File: config.mk
export PLATFORM = sky130hd
export DESIGN_NAME = fsp_poller
export DESIGN_NICKNAME = d
export VERILOG_FILES = /design/src/rtl/fsp_pkg.sv /design/src/rtl/fsp_rst_sync.sv /design/src/rtl/fsp_cmd_seq.sv /design/src/rtl/fsp_status_eval.sv /design/src/rtl/fsp_cnt_dn.sv /design/src/rtl/fsp_poller.sv
export SDC_FILE = /design/constraint.sdc
export NUM_CORES = 1
export LEC_CHECK = 0
export BUFFER_PORTS_ARGS = -buffer_cell sky130_fd_sc_hd__buf_2
export CAP_MARGIN = 10
export CELL_PAD_IN_SITES_DETAIL_PLACEMENT = 1
export CELL_PAD_IN_SITES_GLOBAL_PLACEMENT = 1
export CORE_AREA = 2 2 73 127
export CTS_CLUSTER_DIAMETER = 60
export DETAILED_ROUTE_END_ITERATION = 8
export DIE_AREA = 0 0 75 129
export PLACE_DENSITY_LB_ADDON = 0.1
export RECOVER_POWER = 50
export SYNTH_ARGS = -nofsm -noshare
export SYNTH_HDL_FRONTEND = slang
export SYNTH_SLANG_ARGS = --single-unit
File: constraint.sdc
create_clock -name clk -period 3.05 [get_ports clk]
set_input_delay 0.1525 -clock clk [delete_from_list [all_inputs] [get_ports clk]]
set_output_delay 0.1525 -clock clk [all_outputs]
set_load 0.03 [all_outputs]
File: src/rtl/fsp_pkg.sv
package fsp_pkg;

  typedef enum logic [2:0] {
    ST_IDLE,
    ST_CMD,
    ST_RD,
    ST_EVAL,
    ST_SETTLE,
    ST_FINAL,
    ST_DONE,
    ST_TOUT
  } fsp_state_e;

  // address selector for a command bus cycle
  typedef enum logic [1:0] {
    AS_UNLK_A,
    AS_UNLK_B,
    AS_TARGET
  } fsp_asel_e;

  localparam logic [15:0] UNLK_ADDR_A = 16'h5555;
  localparam logic [15:0] UNLK_ADDR_B = 16'h2AAA;

  localparam logic [2:0] PROG_LAST  = 3'd3;
  localparam logic [2:0] ERASE_LAST = 3'd5;

  function automatic fsp_asel_e cmd_asel(input logic erase, input logic [2:0] idx);
    fsp_asel_e r;
    if (erase) begin
      case (idx)
        3'd0, 3'd2, 3'd3: r = AS_UNLK_A;
        3'd1, 3'd4:       r = AS_UNLK_B;
        default:          r = AS_TARGET;
      endcase
    end else begin
      case (idx)
        3'd0, 3'd2: r = AS_UNLK_A;
        3'd1:       r = AS_UNLK_B;
        default:    r = AS_TARGET;
      endcase
    end
    return r;
  endfunction

  function automatic logic [7:0] cmd_byte(input logic erase, input logic [2:0] idx,
                                          input logic [7:0] wdata);
    logic [7:0] r;
    if (erase) begin
      case (idx)
        3'd0, 3'd3: r = 8'hAA;
        3'd1, 3'd4: r = 8'h55;
        3'd2:       r = 8'h80;
        default:    r = 8'h30;
      endcase
    end else begin
      case (idx)
        3'd0:    r = 8'hAA;
        3'd1:    r = 8'h55;
        3'd2:    r = 8'hA0;
        default: r = wdata;
      endcase
    end
    return r;
  endfunction

endpackage

File: src/rtl/fsp_rst_sync.sv
module fsp_rst_sync (
  input  logic clk,
  input  logic rst_n,
  output logic rst_n_sync
);

  logic [1:0] sync_q;

  always_ff @(posedge clk or negedge rst_n) begin
    if (!rst_n) begin
      sync_q <= 2'b00;
    end else begin
      sync_q <= {sync_q[0], 1'b1};
    end
  end

  assign rst_n_sync = sync_q[1];

endmodule

File: src/rtl/fsp_cmd_seq.sv
module fsp_cmd_seq
  import fsp_pkg::*;
#(
  parameter int AW = 17
) (
  input  logic          clk,
  input  logic          rst_n,
  input  logic          go,
  input  logic          erase,
  input  logic [AW-1:0] tgt_addr,
  input  logic [7:0]    wdata,
  output logic          we_n,
  output logic [AW-1:0] bus_addr,
  output logic [7:0]    bus_data,
  output logic          fin
);

  logic       act_q, act_d;
  logic       ph_q, ph_d;
  logic [2:0] idx_q, idx_d;
  logic [2:0] last_idx;
  logic       step_en;
  fsp_asel_e  asel;

  assign last_idx = erase ? ERASE_LAST : PROG_LAST;
  assign step_en  = go | act_q;

  always_comb begin
    act_d = act_q;
    ph_d  = ph_q;
    idx_d = idx_q;
    fin   = 1'b0;
    if (go) begin
      act_d = 1'b1;
      ph_d  = 1'b0;
      idx_d = 3'd0;
    end else if (act_q) begin
      if (!ph_q) begin
        ph_d = 1'b1;
      end else if (idx_q == last_idx) begin
        act_d = 1'b0;
        ph_d  = 1'b0;
        fin   = 1'b1;
      end else begin
        ph_d  = 1'b0;
        idx_d = idx_q + 3'd1;
      end
    end
  end

  always_ff @(posedge clk or negedge rst_n) begin
    if (!rst_n) begin
      act_q <= 1'b0;
      ph_q  <= 1'b0;
      idx_q <= 3'd0;
    end else if (step_en) begin
      act_q <= act_d;
      ph_q  <= ph_d;
      idx_q <= idx_d;
    end
  end

  assign we_n = ~(act_q & ~ph_q);
  assign asel = cmd_asel(erase, idx_q);

  always_comb begin
    case (asel)
      AS_UNLK_A: bus_addr = AW'(UNLK_ADDR_A);
      AS_UNLK_B: bus_addr = AW'(UNLK_ADDR_B);
      default:   bus_addr = tgt_addr;
    endcase
  end

  assign bus_data = cmd_byte(erase, idx_q, wdata);

endmodule

File: src/rtl/fsp_status_eval.sv
module fsp_status_eval (
  input  logic       use_toggle,
  input  logic       erase,
  input  logic       exp_bit7,
  input  logic [7:0] status,
  input  logic       prev_bit6,
  input  logic       have_prev,
  output logic       complete
);

  logic dbar_ok;
  logic tog_ok;

  assign dbar_ok  = erase ? status[7] : (status[7] == exp_bit7);
  assign tog_ok   = have_prev & (status[6] == prev_bit6);
  assign complete = use_toggle ? tog_ok : dbar_ok;

endmodule

File: src/rtl/fsp_cnt_dn.sv
module fsp_cnt_dn #(
  parameter int W = 8
) (
  input  logic         clk,
  input  logic         rst_n,
  input  logic         load,
  input  logic [W-1:0] load_val,
  input  logic         dec,
  output logic         last
);

  logic [W-1:0] cnt_q, cnt_d;
  logic         cnt_en;

  assign cnt_en = load | dec;

  always_comb begin
    cnt_d = cnt_q;
    if (load) begin
      cnt_d = load_val;
    end else if (dec && cnt_q != '0) begin
      cnt_d = cnt_q - W'(1);
    end
  end

  always_ff @(posedge clk or negedge rst_n) begin
    if (!rst_n) begin
      cnt_q <= '0;
    end else if (cnt_en) begin
      cnt_q <= cnt_d;
    end
  end

  assign last = (cnt_q == W'(1));

endmodule

File: src/rtl/fsp_poller.sv
module fsp_poller
  import fsp_pkg::*;
#(
  parameter int AW         = 17,
  parameter int SETTLE_CYC = 250,
  parameter int MAX_POLLS  = 1024
) (
  input  logic          clk,
  input  logic          rst_n,
  input  logic          start,
  input  logic          op_erase,
  input  logic          use_toggle,
  input  logic [AW-1:0] addr,
  input  logic [7:0]    wdata,
  output logic [AW-1:0] fl_addr,
  output logic [7:0]    fl_dout,
  input  logic [7:0]    fl_din,
  output logic          fl_we_n,
  output logic          fl_oe_n,
  output logic          done,
  output logic          timeout,
  output logic [7:0]    rd_data
);

  localparam int PCW = $clog2(MAX_POLLS + 1);
  localparam int SCW = $clog2(SETTLE_CYC + 1);

  logic          rst_n_i;
  fsp_state_e    st_q, st_d;
  logic          erase_q, tog_q;
  logic [AW-1:0] addr_q;
  logic [7:0]    wdat_q;
  logic [7:0]    samp_q;
  logic          prev6_q, prev6_d;
  logic          hprev_q, hprev_d;
  logic [PCW-1:0] pcnt_q, pcnt_d;
  logic [7:0]    data_q;

  logic          accept;
  logic          samp_en, data_en, hist_en, pcnt_en;
  logic          seq_fin, seq_we_n;
  logic [AW-1:0] seq_addr;
  logic [7:0]    seq_dout;
  logic          complete;
  logic          tmr_load, tmr_dec, tmr_last;

  fsp_rst_sync u_rst (
    .clk        (clk),
    .rst_n      (rst_n),
    .rst_n_sync (rst_n_i)
  );

  fsp_cmd_seq #(.AW(AW)) u_seq (
    .clk      (clk),
    .rst_n    (rst_n_i),
    .go       (accept),
    .erase    (accept ? op_erase : erase_q),
    .tgt_addr (addr_q),
    .wdata    (wdat_q),
    .we_n     (seq_we_n),
    .bus_addr (seq_addr),
    .bus_data (seq_dout),
    .fin      (seq_fin)
  );

  fsp_status_eval u_eval (
    .use_toggle (tog_q),
    .erase      (erase_q),
    .exp_bit7   (wdat_q[7]),
    .status     (samp_q),
    .prev_bit6  (prev6_q),
    .have_prev  (hprev_q),
    .complete   (complete)
  );

  fsp_cnt_dn #(.W(SCW)) u_settle (
    .clk      (clk),
    .rst_n    (rst_n_i),
    .load     (tmr_load),
    .load_val (SCW'(SETTLE_CYC)),
    .dec      (tmr_dec),
    .last     (tmr_last)
  );

  assign accept  = (st_q == ST_IDLE) & start;
  assign samp_en = (st_q == ST_RD);
  assign data_en = (st_q == ST_FINAL);

  // next-state logic
  always_comb begin
    st_d     = st_q;
    prev6_d  = prev6_q;
    hprev_d  = hprev_q;
    pcnt_d   = pcnt_q;
    hist_en  = 1'b0;
    pcnt_en  = 1'b0;
    tmr_load = 1'b0;
    tmr_dec  = 1'b0;
    case (st_q)
      ST_IDLE: begin
        if (start) st_d = ST_CMD;
      end
      ST_CMD: begin
        if (seq_fin) begin
          st_d    = ST_RD;
          pcnt_d  = '0;
          pcnt_en = 1'b1;
          hprev_d = 1'b0;
          hist_en = 1'b1;
        end
      end
      ST_RD: begin
        pcnt_d  = pcnt_q + PCW'(1);
        pcnt_en = 1'b1;
        st_d    = ST_EVAL;
      end
      ST_EVAL: begin
        if (complete) begin
          if (tog_q) begin
            st_d = ST_FINAL;
          end else begin
            st_d     = ST_SETTLE;
            tmr_load = 1'b1;
          end
        end else if (pcnt_q == PCW'(MAX_POLLS)) begin
          st_d = ST_TOUT;
        end else begin
          st_d    = ST_RD;
          prev6_d = samp_q[6];
          hprev_d = 1'b1;
          hist_en = 1'b1;
        end
      end
      ST_SETTLE: begin
        tmr_dec = 1'b1;
        if (tmr_last) st_d = ST_FINAL;
      end
      ST_FINAL: st_d = ST_DONE;
      ST_DONE:  st_d = ST_IDLE;
      ST_TOUT:  st_d = ST_IDLE;
      default:  st_d = ST_IDLE;
    endcase
  end

  // state register
  always_ff @(posedge clk or negedge rst_n_i) begin
    if (!rst_n_i) begin
      st_q <= ST_IDLE;
    end else begin
      st_q <= st_d;
    end
  end

  // request capture
  always_ff @(posedge clk or negedge rst_n_i) begin
    if (!rst_n_i) begin
      erase_q <= 1'b0;
      tog_q   <= 1'b0;
      addr_q  <= '0;
      wdat_q  <= '0;
    end else if (accept) begin
      erase_q <= op_erase;
      tog_q   <= use_toggle;
      addr_q  <= addr;
      wdat_q  <= wdata;
    end
  end

  // status sample and history
  always_ff @(posedge clk or negedge rst_n_i) begin
    if (!rst_n_i) begin
      samp_q  <= '0;
    end else if (samp_en) begin
      samp_q  <= fl_din;
    end
  end

  always_ff @(posedge clk or negedge rst_n_i) begin
    if (!rst_n_i) begin
      prev6_q <= 1'b0;
      hprev_q <= 1'b0;
    end else if (hist_en) begin
      prev6_q <= prev6_d;
      hprev_q <= hprev_d;
    end
  end

  always_ff @(posedge clk or negedge rst_n_i) begin
    if (!rst_n_i) begin
      pcnt_q <= '0;
    end else if (pcnt_en) begin
      pcnt_q <= pcnt_d;
    end
  end

  always_ff @(posedge clk or negedge rst_n_i) begin
    if (!rst_n_i) begin
      data_q <= '0;
    end else if (data_en) begin
      data_q <= fl_din;
    end
  end

  assign fl_we_n = (st_q == ST_CMD) ? seq_we_n : 1'b1;
  assign fl_oe_n = ~((st_q == ST_RD) | (st_q == ST_FINAL));
  assign fl_addr = (st_q == ST_CMD) ? seq_addr : addr_q;
  assign fl_dout = seq_dout;
  assign done    = (st_q == ST_DONE);
  assign timeout = (st_q == ST_TOUT);
  assign rd_data = data_q;

endmodule

Word level (Yosys, flattened, before mapping)
Cells that the tools add are included.

word-level totals
  flip-flop bits (word level) = 74
  bits in read-only memories = 0
  word-level logic and storage cells = 126
  bits in latches = 0
  output and inout port bits = 37
  memory bits (writable) = 0
  memories kept = 0

operators by class
  shift operators = 0
  bitwise logic cells = 11
  reduce and logical (&&, ||, !) cells = 22
  divide/modulo/power cells = 0
  add/sub/neg operators = 3
  magnitude comparators = 0
  eq/ne operators = 23
  multiply operators = 0
  mux-type cells = 52

operator list
  cell                                                                    count
  8-bit one-hot mux with 3 select lines                                   2
  17-bit one-hot mux with 2 select lines                                  1
  3-bit 2-to-1 mux                                                        10
  1-bit 2-to-1 mux                                                        26
  8-bit 2-to-1 mux                                                        3
  11-bit one-hot mux with 2 select lines                                  1
  3-bit one-hot mux with 7 select lines                                   1
  17-bit 2-to-1 mux                                                       1
  3-bit equality test (second input constant)                             5
  3-bit by 2-bit equality test with 1-bit output (second input constant)  4
  11-bit by 1-bit adder with 11-bit output (second input constant)        1
  11-bit equality test (second input constant)                            1
  11-bit 2-to-1 mux                                                       1
  2-bit inequality test (second input constant)                           5
  2-bit nonzero test                                                      5
  8-bit by 1-bit equality test with 1-bit output (second input constant)  1
  2-bit one-hot mux with 2 select lines                                   2
  4-bit AND reduction                                                     2
  8-bit nonzero test                                                      1
  2-bit OR reduction                                                      4
  8-bit by 1-bit subtractor with 8-bit output (second input constant)     1
  3-bit by 1-bit equality test with 1-bit output (second input constant)  2
  3-bit zero test                                                         2
  1-bit one-hot mux with 2 select lines                                   3
  15 further kinds                                                        26

Logic depth before layout (Yosys ltp)
Gate-level depths: netlist of the first run.

  word-level depth = 12
  mapped depth = 7

Hierarchy
Synthesis of the first run repeated with hierarchy kept, for this count alone.

second synthesis, totals
  cell total of the unflattened synthesis = 403
  area, all modules = 4210.3 um^2

modules (own cells, without submodules)
  module           times used  cells an instance  area an instance (um^2)
  fsp_poller       1           229                2762.6
  fsp_cmd_seq      1           101                809.5
  fsp_cnt_dn       1           64                 549.3
  fsp_rst_sync     1           3                  53.8
  fsp_status_eval  1           6                  35.0

Worst setup path before layout of the first run
OpenSTA, ideal clock, no wires.

  path type = reg2out
  start point = register u_seq.idx_q[0]
  end point = output fl_addr[11]
  buffers on the path = 1
  setup slack = 0.675 ns
  required time = 2.897 ns
  data arrival time = 2.222 ns
  stages on the path, launching flop included = 8
  path through = dfrtp_1 -> inv_1 -> ha_1 -> nor3_1 -> nor2_1 -> o311ai_1 -> clkbuf_1 -> o21a_1

on the way
  word-level cells in the longest chain between the ends = 7
  elaborated cells between the ends (all ways) = 15
  classes of those cells = 5 x eq/ne; 5 x mux; 5 x reduce/logical

RTL lines
  item                                                                               RTL line                      text
  start: declaration                                                                 fsp_cmd_seq.sv:20             logic [2:0] idx_q, idx_d;
  start signal: assignment                                                           fsp_cmd_seq.sv:59             idx_q <= idx_d;
  3-bit by 2-bit equality test with 1-bit output (tied with other cells)             fsp_pkg.sv:30                 case (idx)
  3-bit OR reduction (tied with other cells)                                         fsp_pkg.sv:30
  2-bit one-hot mux with 2 select lines (on tied branches)                           fsp_pkg.sv:30, fsp_pkg.sv:36
  2-bit 2-to-1 mux *                                                                 fsp_pkg.sv:29                 if (erase) begin
  2-bit by 1-bit equality test with 1-bit output or 2-bit zero test (tied branches)  fsp_cmd_seq.sv:67             case (asel)
  17-bit one-hot mux with 2 select lines *                                           fsp_cmd_seq.sv:67
  17-bit 2-to-1 mux *                                                                fsp_poller.sv:206             assign fl_addr = (st_q == ST_CMD) ? seq_addr : addr_q;
  end: declaration                                                                   fsp_poller.sv:15              output logic [AW-1:0] fl_addr,

Every way passes the cells marked *; elsewhere a longest branch is shown, timed or not.

Final worst setup path of the first run
  start point = register st_q[2]
  end point = output fl_dout[4]

on the way
  word-level cells in the longest chain between the ends = 4

RTL lines
  item                      RTL line           text
  start: declaration        fsp_poller.sv:29   fsp_state_e st_q, st_d;
  start signal: assignment  fsp_poller.sv:150  st_q <= st_d;
  3-bit zero test           fsp_poller.sv:85   assign accept = (st_q == ST_IDLE) & start;
  1-bit bitwise AND         fsp_poller.sv:85
  1-bit 2-to-1 mux          -
  via u_seq.erase           fsp_cmd_seq.sv:9   input logic erase,
  8-bit 2-to-1 mux          fsp_pkg.sv:48      if (erase) begin
  end: declaration          fsp_poller.sv:16   output logic [7:0] fl_dout,

The timed path passes the listed nets, and every way through them passes these cells.

==> results of run 1 <==
==> worst max-delay path, stage by stage (launching register included) <==
cell and delay, ps:
dfrtp_1 520, nor4b_4 380, mux2i_2 590, inv_1 180, nor2_1 280, a211o_1 180, buf_2 200
==> timing repair <==
action,CTS,global route
hold buffers,1,0
hold endpoints to repair,2,0
gates resized for setup,0,0
==> report_power, final <==
| part | switching (W) | total [W] | leakage (nW) | internal (W) |
|---|---|---|---|---|
| Combinational | 0.00191 | 0.00299 | 1.01 | 0.00108 |
| Sequential | 0.000380 | 0.00169 | 0.824 | 0.00131 |
| Clock | 0.000352 | 0.000939 | 0.135 | 0.000587 |
| Total | 0.00264 | 0.00562 | 1.97 | 0.00298 |
==> through the flow <==
step | utilization, % | instances | hold WS (ps)
final | 50.21 | 547 | 31.26
after floorplan | - | 350 | -143.1
after detailed placement | 47.29 | 531 | -59.27
after global placement | 47.29 | 531 | -61.39
after global routing | 50.21 | 547 | 38.58
after CTS | 50.54 | 547 | 22.11
==> state kept, by name (all words and copies together) (netlist names), 2 cells and up <==
register / cells
rd_data: 8
u_rst.sync_q: 2
addr_q: 17
pcnt_q: 11
wdat_q: 8
u_seq.idx_q: 3
samp_q: 2
u_settle.cnt_q: 8
st_q: 3
==> path summary, 6_finish.rpt <==
check,slack (ps),from,cells after the start,to
worst max-delay path,240,st_q[2],6,fl_dout[4]
worst min-delay path,30,addr[12],3,addr_q[12]
worst max register to register,880,st_q[2],4,u_seq.idx_q[2]
worst min register to register,350,u_rst.sync_q[0],0,u_rst.sync_q[1]
max in group asynchronous,1020,u_rst.sync_q[1],1,wdat_q[4]
min in group asynchronous,140,rst_n,2,u_rst.sync_q[1]
==> logic make-up (layout without fill, tap and decap cells) <==
group	count (synthesis)	after routing	synth area share [%]
simple gates	114	114	16.95
other cells	1	1	0.1052
buf+inv	35	115	3.895
compound gates	87	87	17.26
xor+xnor	7	7	1.719
fa+ha+maj	9	9	3.158
flops	68	68	47.72
mux	29	29	9.193
==> layout make-up <==
type / instances / area [um^2]
Fill cell: 1010 / 4289
Tap cell: 117 / 146.4
Timing Repair Buffer: 79 / 395.4
Clock buffer: 13 / 260.3
Sequential cell: 68 / 1702
Multi-Input combinational cell: 247 / 1733
Inverter: 21 / 78.83
Clock inverter: 2 / 10.01
==> cells in the mapped netlist, types with 3 or more instances <==
cell,number,area [um^2]
dfrtp_1,68,1702
nand2_1,42,157.7
mux2_2,27,304.0
inv_1,21,78.83
nor2_1,17,63.81
o21ai_0,16,80.08
nand3_1,11,55.05
a21oi_1,10,50.05
clkbuf_1,10,37.54
ha_1,9,112.6
o21a_1,9,67.56
o21ai_1,8,40.04
a31oi_1,7,43.79
xnor2_1,7,61.31
or3_1,6,37.54
a21o_1,5,37.54
nor3_1,5,25.02
and3_1,4,25.02
nor2b_1,4,25.02
o211ai_1,4,30.03
a211o_1,3,26.28
buf_2,3,15.01
o22ai_1,3,18.77
or2_2,3,18.77
==> per-layer routing <==
| metal | GRT usage, % | vias up | routed length, um |
|---|---|---|---|
| met5 | 0 | - | 0 |
| li1 | - | 1404 | - |
| met1 | 21.05 | 1470 | 3293 |
| met3 | 3.994 | 8 | 207 |
| met2 | 35.71 | 48 | 5071 |
| met4 | 7.143 | 0 | 128 |
==> impl_results.md, run 1 <==
* Most frequent cells in the layout: dfrtp_1 (68), buf_2 (64), nand2_1 (42), mux2_2 (27), inv_1 (21)
* Most common cell after layout, fill and taps aside: dfrtp_1
* Worst-case clock buffer depth at 2
* Sequential area share after synthesis at 47.72%
* RSZ-0062 raised after global routing: false
* Max transition margin at 19.02%
* Final ANT Viol Nets at 0
* Port Buffers at 74
* Critical Path AT at 2660 ps
* Crit end category: primary output
* Placed cell areas at 4074 um^2
* CTS sink cnt at 68
* Net count, final at 473
* Static Leak at 1.966 nW
* Finished layout cell area at 4325 um^2
* Final period util at 92.18%
* Actual slew at the worst max-slew pin at 1215 ps
* Synth async-reset ratio at 100.0%
* WS Path Type: flop to primary output
* CP required at 2900 ps
* Vias at 2930
* Die W at 75 um
* Synth Instances at 350
* WL final at 8.701 mm
* Max Clk Rate at 355.7 MHz
* Starting Density at 41.39%
* Yosys warns at 0
* Num rows at 45
* Power density over the cells at 1300 nW/um^2
* DRT iter0 DRCs at 96
* CTS tree: yes
* Inserted Diodes at 0
* Global-route wire length before repair at 14.32 mm
* Hold Vio Cnt, Final at 0
* Vias per Instance at 5.356
* TritonRoute pass-1 iters at 4
* Clock-pin slew on the worst setup and hold paths at 50 ps
* I/O Pins at 75
* CTS Buf Count at 9
* Status: finished, final reports clean
* Clock skew at 7.843 ps
* Largest net degree at the start of global routing at 43
* Clock latency at the later pin of the worst-skew pair at 320 ps
* Final TNS setup at 0 ps
* Syn_nets at 397
* Gr usage total at 19.41%
* Postcts setup bufs at 0
* Root buf cell: clkbuf_16
* Setup Slack @ Placement at 580.3 ps
* Main synth FF type: dfrtp_1
* Area growth syn-to-layout at 21.30%
* Final setup viols at 0
* Yosys reg bits at 68
* Post-layout min period at 2812 ps
* CTS H-Tree Depth at 3
* Crit start category: flop
* DR DRC count at 0
* Die Span Y at 129 um
* Vias in the first global route at 3018
* Placeable Area at 8615 um^2
* Placed wire-length estimate at 6.587 mm
* Number of synthesized flops with an enable pin at 0
* Syn avg cell area at 10.19 um^2
* Total grt overflow at 0
* Cell variety after synth at 62
* Total power at 0.005621 W
* Routability cong. at 0.7811
* Max-slew violation count at 0
* Share of cells above drive strength 1 at 28.37%
* Max VDD drop at 0.5871 mV
* Drt wl/cell at 15.91 um
* HP Class: input port to flop
* Initial antenna violation count at 0
* Worst setup slack after layout at 238.5 ps
* Max Cap Violations at 0
* Full die area at 9675 um^2
* Post-Syn Area at 3566 um^2
* CP Max Fanout at 12
(Power assumes the default switching activity.)
==> inputs of run 2 (changes only) <==
--- a/config.mk
+++ b/config.mk
@@ -6,13 +6,13 @@
 export NUM_CORES = 1
 export LEC_CHECK = 0
 export BUFFER_PORTS_ARGS = -buffer_cell sky130_fd_sc_hd__buf_2
-export CAP_MARGIN = 10
 export CELL_PAD_IN_SITES_DETAIL_PLACEMENT = 1
 export CELL_PAD_IN_SITES_GLOBAL_PLACEMENT = 1
 export CORE_AREA = 2 2 73 127
 export CTS_CLUSTER_DIAMETER = 60
 export DETAILED_ROUTE_END_ITERATION = 8
 export DIE_AREA = 0 0 75 129
+export GPL_ROUTABILITY_DRIVEN = 0
 export PLACE_DENSITY_LB_ADDON = 0.1
 export RECOVER_POWER = 50
 export SYNTH_ARGS = -nofsm -noshare
==> constraint.sdc (replaced) <==
create_clock -name clk -period 3.05 [get_ports clk]
set_input_delay 0.7625 -clock clk [delete_from_list [all_inputs] [get_ports clk]]
set_output_delay 0.7625 -clock clk [all_outputs]
set_load 0.03 [all_outputs]
==> run 2 against run 1 <==
Against the previous run:
- clock power up 18%
- critical path depth up 3
- combinational power up 32%
- power up 19%
- via count up 5.5%
- wire length up 21%
- cell area up 10%
- first-iteration DRC count down 14%
- register-to-register slack worse by 50 ps
- worst hold slack better by 170 ps
- largest cell class unchanged
==> impl_results.md, run 2 (synthesis gave the netlist of run 1 again) <==
* Max-slew violation count at 0
* Largest net degree at the start of global routing at 42
* Crit start category: flop
* Final setup viols at 0
* Full die area at 9675 um^2
* Max VDD drop at 0.5456 mV
* CTS sink cnt at 68
* Worst-case clock buffer depth at 2
* Most common cell after layout, fill and taps aside: dfrtp_1
* Clock latency at the later pin of the worst-skew pair at 330 ps
* Root buf cell: clkbuf_16
* Clock-pin slew on the worst setup and hold paths at 60 ps
* Largest regs: addr_q x17, pcnt_q x11
* RSZ-0062 raised after global routing: true
* Total grt overflow at 0
* Placeable Area at 8615 um^2
* Die W at 75 um
* Share of cells above drive strength 1 at 36.26%
* Gr usage total at 21.56%
* Actual slew at the worst max-slew pin at 1130 ps
* Final ANT Viol Nets at 0
* Crit end category: primary output
* HP Class: input port to async pin
* CP peak stage delay at 390 ps
* Placed cell areas at 4173 um^2
* Critical Path AT at 2270 ps
* Net count, final at 497
* Finished layout cell area at 4776 um^2
* Inserted Diodes at 0
* Global-route wire length before repair at 15.73 mm
* Initial antenna violation count at 0
* WS Path Type: flop to primary output
* Hold Buf Count CTS at 0
* Total power at 0.006710 W
* Final core occ at 55.44%
* Most frequent CP cell: buf_4
* Post-layout min period at 3034 ps
* Final period util at 99.46%
* Biggest register: addr_q
* Cell breakdown of the critical path: buf_6, ha_1, ha_2, buf_4, nor2_4, nand2_4, o221a_4, nor2b_1, buf_4
* Layout Cells excl Fill at 572
* CTS Buf Count at 9
* Clock skew at 6.203 ps
* Max Clk Rate at 329.6 MHz
* Max reg flops at 17
* Hold Vio Cnt, Final at 0
* CP Max Fanout at 8
* Port Buffers at 74
* Power density over the cells at 1405 nW/um^2
* CTS H-Tree Depth at 3
* Max Cap Violations at 0
* Static Leak at 2.162 nW
* CP required at 2290 ps
* Critical path's slowest cell: dfrtp_1
* Most frequent cells in the layout: dfrtp_1 (67), buf_2 (48), nand2_1 (41), mux2_2 (27), buf_4 (21)
* Post-Place Cells at 543
* Area growth syn-to-layout at 33.93%
* Placed wire-length estimate at 6.934 mm
* Vias per Instance at 5.404
* WL final at 10.51 mm
* Vias at 3091
* Num rows at 45
* TritonRoute pass-1 iters at 4
* Drt wl/cell at 18.37 um
* Status: finished, final reports clean
* I/O Pins at 75
* Max transition margin at 24.65%
* Die Span Y at 129 um
* CTS tree: yes
* Vias in the first global route at 3321
* Starting Density at 41.39%
* DR DRC count at 0
* DRT iter0 DRCs at 83
run 2: cell types whose count changed in the layout (fill, tap and decap cells not counted), sizes merged:
cell         delta
buf            +21
bufinv          +1
clkbuf          +2
clkinv          -1
clkinvlp        +1
dlygate4sd3     -1
o221a           +2
run 2: worst max-delay path, delay by kind of cell (launching register included):
| kind | cells | cell delay, ps |
|---|---|---|
| adders and majority gates | 2 | 350 |
| and+or+nand+nor | 3 | 370 |
| DFF | 1 | 390 |
| buffers and inverters | 3 | 480 |
| AOI/OAI and AO/OA | 1 | 340 |
run 2: what timing repair did:
item / in CTS / in global routing
gates cloned: 2 / 0
pin swaps: 2 / 6
endpoints found under the setup margin: 21 / 25
setup buffers: 5 / 6
resized for setup: 11 / 62
run 2: final cells by class:
type	instances	area, um^2
Clock inverter	3	42.54
Multi-Input combinational cell	249	1858
Clock buffer	13	280.3
Fill cell	981	3839
Inverter	21	78.83
Timing Repair Buffer	101	666.9
Tap cell	117	146.4
Sequential cell	68	1703
run 2: path summary, 6_finish.rpt:
check / startpoint / end / slack, ps / cells past startpoint
setup / recovery: u_seq.idx_q[1] / fl_addr[15] / 20 / 9
hold / removal: rst_n / u_rst.sync_q[1] / 210 / 1
setup reg to reg: st_q[0] / addr_q[11] / 830 / 4
hold reg to reg: u_rst.sync_q[0] / u_rst.sync_q[1] / 350 / 0
max in group asynchronous: u_rst.sync_q[1] / u_seq.idx_q[0] / 970 / 1
min in group clk: u_rst.sync_q[0] / u_rst.sync_q[1] / 350 / 0
run 2: power breakdown:
group          internal (W)  leakage, nW  switching [W]  total, W
Combinational       0.00163         1.18        0.00232   0.00395
Sequential          0.00131        0.823       0.000344   0.00166
Clock              0.000720        0.158       0.000386   0.00111
Total               0.00366         2.16        0.00305   0.00671
run 2: stage by stage:
stage,setup slack [ps],setup TNS [ps],hold slack (ps)
after floorplan,26.39,0,331.2
after global placement,-130.8,-1858,310.9
after detailed placement,-180.2,-2624,312.3
after CTS,-3.665,-3.665,196.7
after global routing,-71.03,-519.2,200.0
final,16.36,0,205.5
run 2: routing by layer:
| metal | GRT usage, % | up-vias | share of wire, % |
|---|---|---|---|
| li1 | - | 1462 | - |
| met1 | 21.03 | 1569 | 35 |
| met2 | 41.95 | 43 | 61 |
| met3 | 3.524 | 17 | 2.4 |
| met4 | 9.454 | 0 | 2.2 |
| met5 | 0 | - | 0 |
==> inputs of run 3 (changes only) <==
--- a/config.mk
+++ b/config.mk
@@ -13,6 +13,7 @@
 export DETAILED_ROUTE_END_ITERATION = 8
 export DIE_AREA = 0 0 75 129
 export GPL_ROUTABILITY_DRIVEN = 0
+export MAX_ROUTING_LAYER = met4
 export PLACE_DENSITY_LB_ADDON = 0.1
 export RECOVER_POWER = 50
 export SYNTH_ARGS = -nofsm -noshare
==> run 3 against run 2 <==
Against the previous run:
- critical path depth did not move
- utilization did not move
- fmax fell by 0.13%
- register-to-register slack barely moved
- sequential share of layout area did not move
- non-clock buffer count did not move
- wire length barely moved
- sequential cell count did not move
- clock-buffer cell count did not move
- worst hold slack barely moved
- global-route usage rose by 0.66 points
- critical path type unchanged
- critical endpoint unchanged
- largest cell class unchanged
==> impl_results.md, run 3 (synthesis gave the netlist of run 1 again) <==
* Max Cap Violations at 0
* Final period util at 99.59%
* Status: finished, final reports clean
* Filler cells at 981
* Delay-heaviest family, CP: buffers and inverters
* Placed wire-length estimate at 6.934 mm
* Crit end category: primary output
* Cell breakdown of the critical path: buf_6, ha_1, ha_2, buf_4, nor2_4, nand2_4, o221a_4, nor2b_1, buf_4
* Busiest layer in global routing: met2
* CP required at 2290 ps
* TritonRoute pass-1 iters at 4
* Drt wl/cell at 18.38 um
* Max transition margin at 25.04%
* Biggest register: addr_q
* Num rows at 45
* Total grt overflow at 0
* CP Max Fanout at 8
* Min Hold Slack at 205.1 ps
* Critical path's slowest cell: dfrtp_1
* Total power at 0.006711 W
* Actual slew at the worst max-slew pin at 1124 ps
* Full die area at 9675 um^2
* CTS H-Tree Depth at 3
* CP peak stage delay at 390 ps
* Final ANT Viol Nets at 0
* Max reg flops at 17
* WS Path Type: flop to primary output
* Most frequent cells in the layout: dfrtp_1 (67), buf_2 (48), nand2_1 (41), mux2_2 (27), buf_4 (21)
* Met2 Use GR at 41.95%
* Root buf cell: clkbuf_16
* CTS Buf Count at 9
* Gr usage total at 22.23%
* Hold Buf Count CTS at 0
* CTS sink cnt at 68
* Worst-case clock buffer depth at 2
* Starting Density at 41.39%
* Clock latency at the later pin of the worst-skew pair at 330 ps
* Port Buffers at 74
* Max-slew violation count at 0
* Post-layout min period at 3037 ps
* Net count, final at 497
* Global-route wire length before repair at 15.75 mm
* Initial antenna violation count at 0
* Clock skew at 5.496 ps
* Routing usage on met3 at 3.367%
* Inserted Diodes at 0
* Layout Cells excl Fill at 572
* Largest regs: addr_q x17, pcnt_q x11
* Power density over the cells at 1405 nW/um^2
* Critical Path AT at 2270 ps
* I/O Pins at 75
* Die Span Y at 129 um
* Final core occ at 55.44%
* RSZ-0062 raised after global routing: true
* Most common cell after layout, fill and taps aside: dfrtp_1
* CP Buf/Inv Count at 3
* Hold Vio Cnt, Final at 0
* Area growth syn-to-layout at 33.93%
* Vias at 3084
* Met1 GRT Util at 21.23%
* Largest net degree at the start of global routing at 42
* Crit start category: flop
* Clock-pin slew on the worst setup and hold paths at 60 ps
* Share of cells above drive strength 1 at 36.26%
* WL final at 10.51 mm
* HP Class: input port to async pin
* Placeable Area at 8615 um^2
* Vias in the first global route at 3319
* Vias per Instance at 5.392
* DR DRC count at 0
* CTS tree: yes
* Max Clk Rate at 329.2 MHz
* Most frequent CP cell: buf_4
* Die W at 75 um
* DRT iter0 DRCs at 67
* Final setup viols at 0
* Max VDD drop at 0.5461 mV
* Static Leak at 2.162 nW
* Post-Place Cells at 543
run 3: cell counts in the layout (fill, tap and decap cells not counted):
Identical to the previous run, type by type.
run 3: worst paths after layout:
check | slack, ps | endpoint | start | depth (start not counted)
worst min register to register | 350 | u_rst.sync_q[1] | u_rst.sync_q[0] | 0
min in group clk | 350 | u_rst.sync_q[1] | u_rst.sync_q[0] | 0
worst max register to register | 820 | addr_q[5] | st_q[0] | 4
worst max-delay path | 10 | fl_addr[15] | u_seq.idx_q[1] | 9
max in group asynchronous | 980 | u_seq.idx_q[0] | u_rst.sync_q[1] | 1
worst min-delay path | 210 | u_rst.sync_q[0] | rst_n | 1
run 3: area by class of cell:
class,count,area (um^2),area share [%]
flip-flops and latches,68,1703,35.66
clock buffers,13,280.3,5.868
clock inverters,3,42.54,0.8908
inverters,21,78.83,1.651
multi-input cells,249,1858,38.90
repair buffers,101,666.9,13.96
well taps,117,146.4,3.065
run 3: metrics by stage:
stage / cell area (um^2) / TNS, ps / setup WS, ps
6_report: 4776 / 0 / 12.51
4_1_cts: 4603 / -3.665 / -3.665
2_1_floorplan: 3575 / 0 / 26.39
5_1_grt: 4776 / -518.7 / -71.00
3_3_place_gp: 4173 / -1858 / -130.8
3_5_place_dp: 4173 / -2624 / -180.2
run 3: timing repair:
action                                  in CTS  in global routing
endpoints found under the setup margin      21                 25
endpoints found under the hold margin        0                  0
resized for setup                           11                 62
buffers inserted                             5                  6
pin swaps                                    2                  6
cloned                                       2                  0
run 3: power breakdown:
group | internal [W] | leakage, nW | switching [W] | total, W
clock network | 0.000720 | 0.158 | 0.000387 | 0.00111
registers | 0.00131 | 0.823 | 0.000343 | 0.00166
logic | 0.00163 | 1.18 | 0.00232 | 0.00395
run 3: layer usage:
metal  part of all wire, %  routed length, um
met1                    35               3727
met2                    60               6298
met3                   2.2                233
met4                   2.4                252
met5                     0                  0
